--- src/rtl/mctx_pkg.sv ---
package mctx_pkg;
  localparam int LUT_K   = 4;
  localparam int TT_W    = 1 << LUT_K;
  localparam int CAND_N  = 8;
  localparam int SEL_W   = $clog2(CAND_N);
  localparam int WORD_W  = 32;
  localparam int CFG_W   = TT_W + LUT_K * SEL_W + 1;
  localparam int CTX_N   = 4;
  localparam int CTX_W   = $clog2(CTX_N);

  typedef struct packed {
    logic                         reg_mode;
    logic [LUT_K-1:0][SEL_W-1:0]  sel;
    logic [TT_W-1:0]              tt;
  } cell_cfg_t;
endpackage

--- src/rtl/mctx_rst_sync.sv ---
module mctx_rst_sync #(
  parameter int STAGES = 2
) (
  input  logic clk,
  input  logic rst_n,
  output logic rst_n_sync
);
  logic [STAGES-1:0] chain_q;
  logic [STAGES-1:0] chain_d;

  always_comb begin
    chain_d = {chain_q[STAGES-2:0], 1'b1};
  end

  always_ff @(posedge clk or negedge rst_n) begin
    if (!rst_n) chain_q <= '0;
    else        chain_q <= chain_d;
  end

  assign rst_n_sync = chain_q[STAGES-1];
endmodule

--- src/rtl/mctx_cfg_store.sv ---
module mctx_cfg_store
  import mctx_pkg::*;
#(
  parameter int N_CTX = CTX_N,
  localparam int CW   = $clog2(N_CTX)
) (
  input  logic              clk,
  input  logic              rst_n,
  input  logic              wr_en,
  input  logic [CW-1:0]     wr_ctx,
  input  logic [WORD_W-1:0] wr_word,
  input  logic [CW-1:0]     rd_ctx,
  output cell_cfg_t         rd_cfg
);
  cell_cfg_t store_q [N_CTX];
  cell_cfg_t new_cfg;
  logic      unused_rsvd;

  // reserved high bits are dropped on the way in
  assign new_cfg     = cell_cfg_t'(wr_word[CFG_W-1:0]);
  assign unused_rsvd = ^wr_word[WORD_W-1:CFG_W];

  for (genvar c = 0; c < N_CTX; c++) begin : g_ctx
    logic      load_en;
    cell_cfg_t slot_d;

    always_comb begin
      load_en = wr_en && (wr_ctx == CW'(c));
      slot_d  = load_en ? new_cfg : store_q[c];
    end

    always_ff @(posedge clk or negedge rst_n) begin
      if (!rst_n) store_q[c] <= '0;
      else        store_q[c] <= slot_d;
    end

    a_r6_other_ctx_hold: assert property (@(posedge clk) disable iff (!rst_n)
      !(wr_en && wr_ctx == CW'(c)) |=> $stable(store_q[c]));
  end

  assign rd_cfg = store_q[rd_ctx];
endmodule

--- src/rtl/mctx_lut_eval.sv ---
module mctx_lut_eval
  import mctx_pkg::*;
(
  input  logic              clk,
  input  logic              rst_n,
  input  cell_cfg_t         cfg,
  input  logic [CAND_N-1:0] cand,
  output logic              y
);
  logic [LUT_K-1:0] addr;

  for (genvar k = 0; k < LUT_K; k++) begin : g_pin
    assign addr[k] = cand[cfg.sel[k]];
  end

  assign y = cfg.tt[addr];

  a_r1_full_table_one: assert property (@(posedge clk) disable iff (!rst_n)
    (cfg.tt == '1) |-> y);
  a_r1_empty_table_zero: assert property (@(posedge clk) disable iff (!rst_n)
    (cfg.tt == '0) |-> !y);
endmodule

--- src/rtl/mctx_lut_cell.sv ---
module mctx_lut_cell
  import mctx_pkg::*;
#(
  parameter int N_CTX = CTX_N,
  localparam int CW   = $clog2(N_CTX)
) (
  input  logic              clk,
  input  logic              rst_n,
  input  logic [CW-1:0]     ctx_id,
  input  logic              cfg_we,
  input  logic [CW-1:0]     cfg_ctx,
  input  logic [WORD_W-1:0] cfg_word,
  input  logic [CAND_N-1:0] cand,
  output logic              cell_out
);
  logic      rst_q_n;
  cell_cfg_t act_cfg;
  logic      lut_y;
  logic      out_d, out_q;
  logic      seen_q;

  mctx_rst_sync #(.STAGES(2)) u_rst (
    .clk        (clk),
    .rst_n      (rst_n),
    .rst_n_sync (rst_q_n)
  );

  mctx_cfg_store #(.N_CTX(N_CTX)) u_store (
    .clk     (clk),
    .rst_n   (rst_q_n),
    .wr_en   (cfg_we),
    .wr_ctx  (cfg_ctx),
    .wr_word (cfg_word),
    .rd_ctx  (ctx_id),
    .rd_cfg  (act_cfg)
  );

  mctx_lut_eval u_eval (
    .clk   (clk),
    .rst_n (rst_q_n),
    .cfg   (act_cfg),
    .cand  (cand),
    .y     (lut_y)
  );

  // output register samples every edge: the only inter-context path
  always_comb out_d = lut_y;

  always_ff @(posedge clk or negedge rst_q_n) begin
    if (!rst_q_n) out_q <= 1'b0;
    else          out_q <= out_d;
  end

  assign cell_out = act_cfg.reg_mode ? out_q : lut_y;

  always_ff @(posedge clk or negedge rst_q_n) begin
    if (!rst_q_n) seen_q <= 1'b0;
    else          seen_q <= 1'b1;
  end

  a_r4_replay_prev_ctx: assert property (@(posedge clk) disable iff (!rst_q_n)
    (seen_q && act_cfg.reg_mode) |-> (cell_out == $past(lut_y)));
  a_r7_zero_after_reset: assert property (@(posedge clk) disable iff (!rst_q_n)
    $rose(rst_q_n) |-> (out_q == 1'b0 && cell_out == 1'b0));
endmodule

--- config.mk ---
export PLATFORM = sky130hd
export DESIGN_NAME = mctx_lut_cell
export DESIGN_NICKNAME = d
export VERILOG_FILES = /design/src/rtl/mctx_pkg.sv /design/src/rtl/mctx_rst_sync.sv /design/src/rtl/mctx_cfg_store.sv /design/src/rtl/mctx_lut_eval.sv /design/src/rtl/mctx_lut_cell.sv
export SDC_FILE = /design/constraint.sdc
export NUM_CORES = 1
export LEC_CHECK = 0
export CAP_MARGIN = 20
export CORE_MARGIN = 2
export CORE_UTILIZATION = 40
export CTS_CLUSTER_DIAMETER = 60
export DETAILED_ROUTE_END_ITERATION = 16
export GPL_ROUTABILITY_DRIVEN = 0
export PLACE_DENSITY_LB_ADDON = 0.15
export SYNTH_ARGS = -nofsm -noshare
export SYNTH_HDL_FRONTEND = slang
export SYNTH_SLANG_ARGS = --single-unit
--- constraint.sdc ---
create_clock -name clk -period 3.3 [get_ports clk]
set_input_delay 0.33 -clock clk [delete_from_list [all_inputs] [get_ports clk]]
set_output_delay 0.33 -clock clk [all_outputs]
set_load 0.01 [all_outputs]
-- After elaboration in Yosys (flattened, before gate mapping)
Cells that the tools add are included.
- reduce and logical (&&, ||, !) cells: 5
- equal/unequal tests: 3
- magnitude comparators: 6
- multiplexer cells: 14
- bitwise gates (word level): 1
- operator list (kind ; count):
    $bmux 29 s2 ; 1
    $mux 29 ; 2
    $lt 3x4->1 const B ; 4
    $bmux 1 s3 ; 4
    $mux 1 ; 6
    $lt 4x5->1 const B ; 1
    $bmux 1 s4 ; 1
    $eq 2x2->1 const B ; 2
    $logic_and 1x1->1 ; 4
    $ge 3x3->1 const B ; 1
    $not 2->3 ; 1
    $eq 2x1->1 const B ; 1
    $logic_not 2->1 ; 1
- bits in registers: 119
- logic and storage cells: 55
- output and inout bits: 1
- bits of input ports: 47

-- Depth between registers and ports, before layout
- depth in word-level cells: 9
- gate-level depth with buffers: 9
- gate-level depth less buffers: 8

-- Cells and area by module
Synthesis repeated with hierarchy kept, for this count alone.
- cells, all modules: 322
- area total of the unflattened synthesis: 5694.2 µm²
- by module, submodules not included (module ; times used ; area an instance (µm²) ; seq. area each (µm²) ; cells an instance):
    mctx_cfg_store ; 1 ; 5159.9 ; 2902.8 ; 283
    mctx_lut_eval ; 1 ; 440.4 ; 0.0 ; 34
    mctx_rst_sync ; 1 ; 53.8 ; 50.0 ; 3
    mctx_lut_cell ; 1 ; 40.0 ; 25.0 ; 2

-- Worst setup path after synthesis
Ideal clock, no wire load.
- kind: input -> output
- start: in ctx_id[0]
- end: out cell_out
- data required time: 2970 ps
- stages on the path: 8
- arrival time: 2808 ps
- path slack: 162 ps
- cell sequence: buf_6 buf_4 buf_1 mux4_2 mux2i_1 o22ai_1 or4_4 mux2_2
- cells in the longest elaborated chain, start to end: 9
- elaborated cells between the ends (all ways): 15
- those cells by class: mux: 14; bitwise: 1
- ends and longest elaborated chain (element ; line ; RTL):
    start: declaration ; mctx_lut_cell.sv:9 ; input logic [CW-1:0] ctx_id,
    $not 2->3 (not written as such) (*) ; mctx_cfg_store.sv:41 ; assign rd_cfg = store_q[rd_ctx];
    $bmux 29 s2 (*) ; mctx_cfg_store.sv:41 ;
    $mux 29 (not written as such) (*) (2 in a row) ; mctx_cfg_store.sv:41 ;
    $bmux 1 s3 ; mctx_lut_eval.sv:13 ; assign addr[k] = cand[cfg.sel[k]];
    $mux 1 (not written as such) ; mctx_lut_eval.sv:13 ;
    $bmux 1 s4 (*) ; mctx_lut_eval.sv:16 ; assign y = cfg.tt[addr];
    $mux 1 (not written as such) (*) ; mctx_lut_eval.sv:16 ;
    net lut_y ; mctx_lut_cell.sv:18 ; logic lut_y;
    $mux 1 (*) ; mctx_lut_cell.sv:54 ; assign cell_out = act_cfg.reg_mode ? out_q : lut_y;
    end: declaration ; mctx_lut_cell.sv:14 ; output logic cell_out
The timed path passes the listed nets; every way through them passes the cells marked *. The select of a mux whose other input is x is not followed.

-- Final worst setup path
- start: reg u_store.store_q[45] in the netlist's numbering
- end: out cell_out
- cells in the longest elaborated chain, start to end: 8
- ends and longest elaborated chain (element ; line ; RTL):
    start: declaration ; mctx_cfg_store.sv:15 ; cell_cfg_t store_q [N_CTX];
    start signal: indexed assignment ; mctx_cfg_store.sv:34 ; else store_q[c] <= slot_d;
    $bmux 29 s2 ; mctx_cfg_store.sv:41 ;
    $mux 29 (not written as such) (2 in a row) ; mctx_cfg_store.sv:41 ;
    $bmux 1 s3 ; mctx_lut_eval.sv:13 ;
    $mux 1 (not written as such) ; mctx_lut_eval.sv:13 ;
    $bmux 1 s4 ; mctx_lut_eval.sv:16 ;
    $mux 1 (not written as such) ; mctx_lut_eval.sv:16 ;
    net lut_y ; mctx_lut_cell.sv:18 ;
    $mux 1 ; mctx_lut_cell.sv:54 ;
The timed path passes the listed nets, and every way through them passes these cells. The select of a mux whose other input is x is not followed.

==> results.ini <==
[run_status]
status = finished with violations
violations = negative setup slack

[critical_path]
crit_chain = mux4_2 -> mux2i_2 -> mux2i_2 -> mux2i_4 -> buf_6 -> mux2i_2 -> o22ai_1 -> or4_4 -> mux2_4 -> buf_6
arrival_worst_endpoint_ns = 3.38
crit_buf_inv = 2
timing.critical_path.from_type = flop
data_required_time_at_the_worst_endpoint_ns = 2.97
critical_path_depth = 10
timing.rr.start = u_store.store_q[45]
critical_path.most_common_cell = mux2i_2
timing.critical_path.slowest_stage_cell = mux4_2
timing.setup.critical_path_class = flop to output port
r2r.worst_path.cells = 8
rr_endpoint = out_q
r2r_setup_slack_ns = 0.61
critPathMaxFanout = 4
crit_family = multiplexers
worst_setup_path_startpoint = u_store.store_q[45]
critPathMaxStageDelay_ns = 0.56
worst_setup_path_endpoint = cell_out
worstSetupEndpointType = output port

[timing]
finalHoldViolCount = 0
final_period_minus_worst_setup_slack_ns = 3.71
report.final.setup_viol = 1
timing.final.max_slew_violations = 0
final.setup_skew_ns = 0.00724
period_share_pct = 112
final.setup.worst_slack_ns = -0.408
hold_slack_ns = 0.0684
worst_slew_margin_rel_pct = 36.7
timing_worst_slew_pin_value_ns = 0.949
achievable-frequency_mhz = 270
rsz0062_at_grt = yes

[pwr]
peakVddDrop_v = 0.000407
p_leak_nw = 2.89
cellPowerDensity_nw_per_um2 = 661

[finish]
fillCellCount = 1156
design.final.nets = 458
area.growth.synth_to_final_pct = 25.6
antenna_cells_inserted = 0
layout_common_cells = 118 x dfrtp_1, 116 x mux2_2, 41 x clkdlybuf4s50_1
finalCoreUtilization_pct = 52.0
final_cell_count_no_fill = 600
post-route-cell-area_um2 = 6950
mostFrequentLayoutCell = dfrtp_1
drive_above_1_share_pct = 51.9

[floorplan]
floorplan.rows = 42
die_area_um2 = 14800
start_util_pct = 41.4
die_x_um = 122
die_height_um = 122
io-pin-count = 48
area_of_the_core_region_um2 = 13300

[cts]
holdBufCountCts = 0
cts_root_buf = clkbuf_16
max-clock-path-buffers = 2
tritoncts.num_buffers = 17
clock_tree_from_tritoncts = yes
clock_sink_count = 119
clock_insertion_delay_worst_skew_ns = 0.42
clock_tree.htree_level_count = 4
clock_slew_at_the_register_clock_pins_of_the_worst_setup_and_hold_paths_ns = 0.05

[place]
placement.cell_area_um2 = 6350
port_buf_inserts = 44
place.detailed.hpwl_mm = 7.73
placedCellCount = 567

[routing]
met3_length_um = 345
detail-route-antenna-nets = 0
initialDrtViolationCount = 135
detail_route_met2_wl_mm = 5.87
detailroute.via_count = 3195
first_pass_drt_iterations = 6
avgViaCountPerCell = 5.33
top_routing_layer_in_use = met4
routedWlPerCell_um = 19.6
drc_errors = 0
drt_wl_total_mm = 11.8
detail_route.wirelength.met1_mm = 5.34

[hold_path]
timing.hold.worst.class = input port to asynchronous set/reset pin

[flow_run]
maxCapViolCount = 0

[logic_synthesis]
ys_warn_count = 0
avgSynthCellArea_um2 = 16.5
syn_area_um2 = 5530
synth.yosys.seq_area_share_pct = 53.9
synth-seq-cells = 119
post_synth_num_cell_types = 23
netlist_instances = 335
synthesis.nets = 382

[global_route]
track_usage_pct = 17.8
grt_first_pass_wirelength_mm = 19.1
grt_start_max_net_pins = 74
grt_pass1_vias = 3480
grt_antenna_before_repair = 0
overflow = 0

==> synthesized netlist by cell type <==
master | count | area, um2
mux2i_1 | 26 | 260
nor2_1 | 1 | 3.75
mux2i_4 | 1 | 22.5
mux4_2 | 28 | 631
or3_1 | 1 | 6.26
buf_1 | 3 | 11.3
nor3b_1 | 1 | 7.51
nand2_1 | 2 | 7.51
or4_4 | 1 | 11.3
buf_4 | 1 | 7.51
nand2b_1 | 4 | 25.0
or2_1 | 1 | 6.26
o22ai_1 | 4 | 25.0
buf_2 | 1 | 5.00
buf_6 | 1 | 11.3
nand3b_1 | 2 | 15.0
dfrtp_1 | 119 | 2980
mux4_1 | 4 | 105
conb_1 | 1 | 3.75
nand3_1 | 2 | 10.0
mux2_2 | 117 | 1320
or2_2 | 2 | 12.5
clkbuf_1 | 12 | 45.0
==> area by class of cell <==
type,instances,area (um2),area share (%)
tap,176,220,3.17
timing repair buffer,75,688,9.91
clock inverter,11,101,1.46
clock buffer,21,460,6.63
multi-input combinational,198,2490,35.9
sequential,119,2980,42.9
==> how the worst min path moves through the flow <==
stage                     startpoint                to  slack [ns]  depth (start not counted)
detailed placement  u_rst.chain_q[0]  u_rst.chain_q[1]        0.34                          0
global placement    u_rst.chain_q[0]  u_rst.chain_q[1]        0.35                          0
global route                   rst_n  u_rst.chain_q[0]        0.05                          1
CTS                            rst_n  u_rst.chain_q[1]        0.05                          1
finish                         rst_n  u_rst.chain_q[1]        0.07                          1
floorplan                      rst_n  u_rst.chain_q[0]        0.03                          0
==> cells by family after synthesis <==
logic type      Yosys count  synth area share, %
compound gates            4                0.453
buf+inv                  18                 1.45
flops                   119                 53.9
mux                     176                 42.3
other cells               1               0.0678
simple gates             17                 1.90
==> where the power goes <==
part	switching [W]	internal, W
logic	0.000358	0.000622
registers	0.000143	0.00174
clock network	0.000658	0.00107
==> routing by layer <==
layer / track usage (%) / vias up
met5: 0 / -
met2: 28.4 / 47
li1: - / 1429
met3: 5.38 / 17
met4: 7.11 / 0
met1: 22.7 / 1702
==> worst register-to-register path, delay by kind of cell, from the launching register on <==
family	cells	cell delay (ns)
flip-flops	1	0.39
multiplexers	5	1.36
AO/OA/AOI/OAI	1	0.10
AND/OR/NAND/NOR	1	0.54
buffers and inverters	1	0.16
==> flip-flops by register name (all words and copies together), names as in the netlist <==
signal           cells
u_rst.chain_q        2
u_store.store_q    116
out_q                1
==> repair_timing <==
action	in CTS	in global routing
setup endpoints to repair	1	1
pin swaps	2	0
setup buffers	1	0
gates resized for setup	11	4
==> metrics by stage <==
stage	worst slack [ns]	power (W)	setup TNS (ns)
after floorplan	0.162	0.00253	0
after global placement	-0.750	0.00282	-0.750
after detailed placement	-0.818	0.00286	-0.818
after CTS	-0.458	0.00464	-0.458
after global routing	-0.504	0.00481	-0.504
final	-0.408	0.00459	-0.408
(Power assumes the default switching activity.)
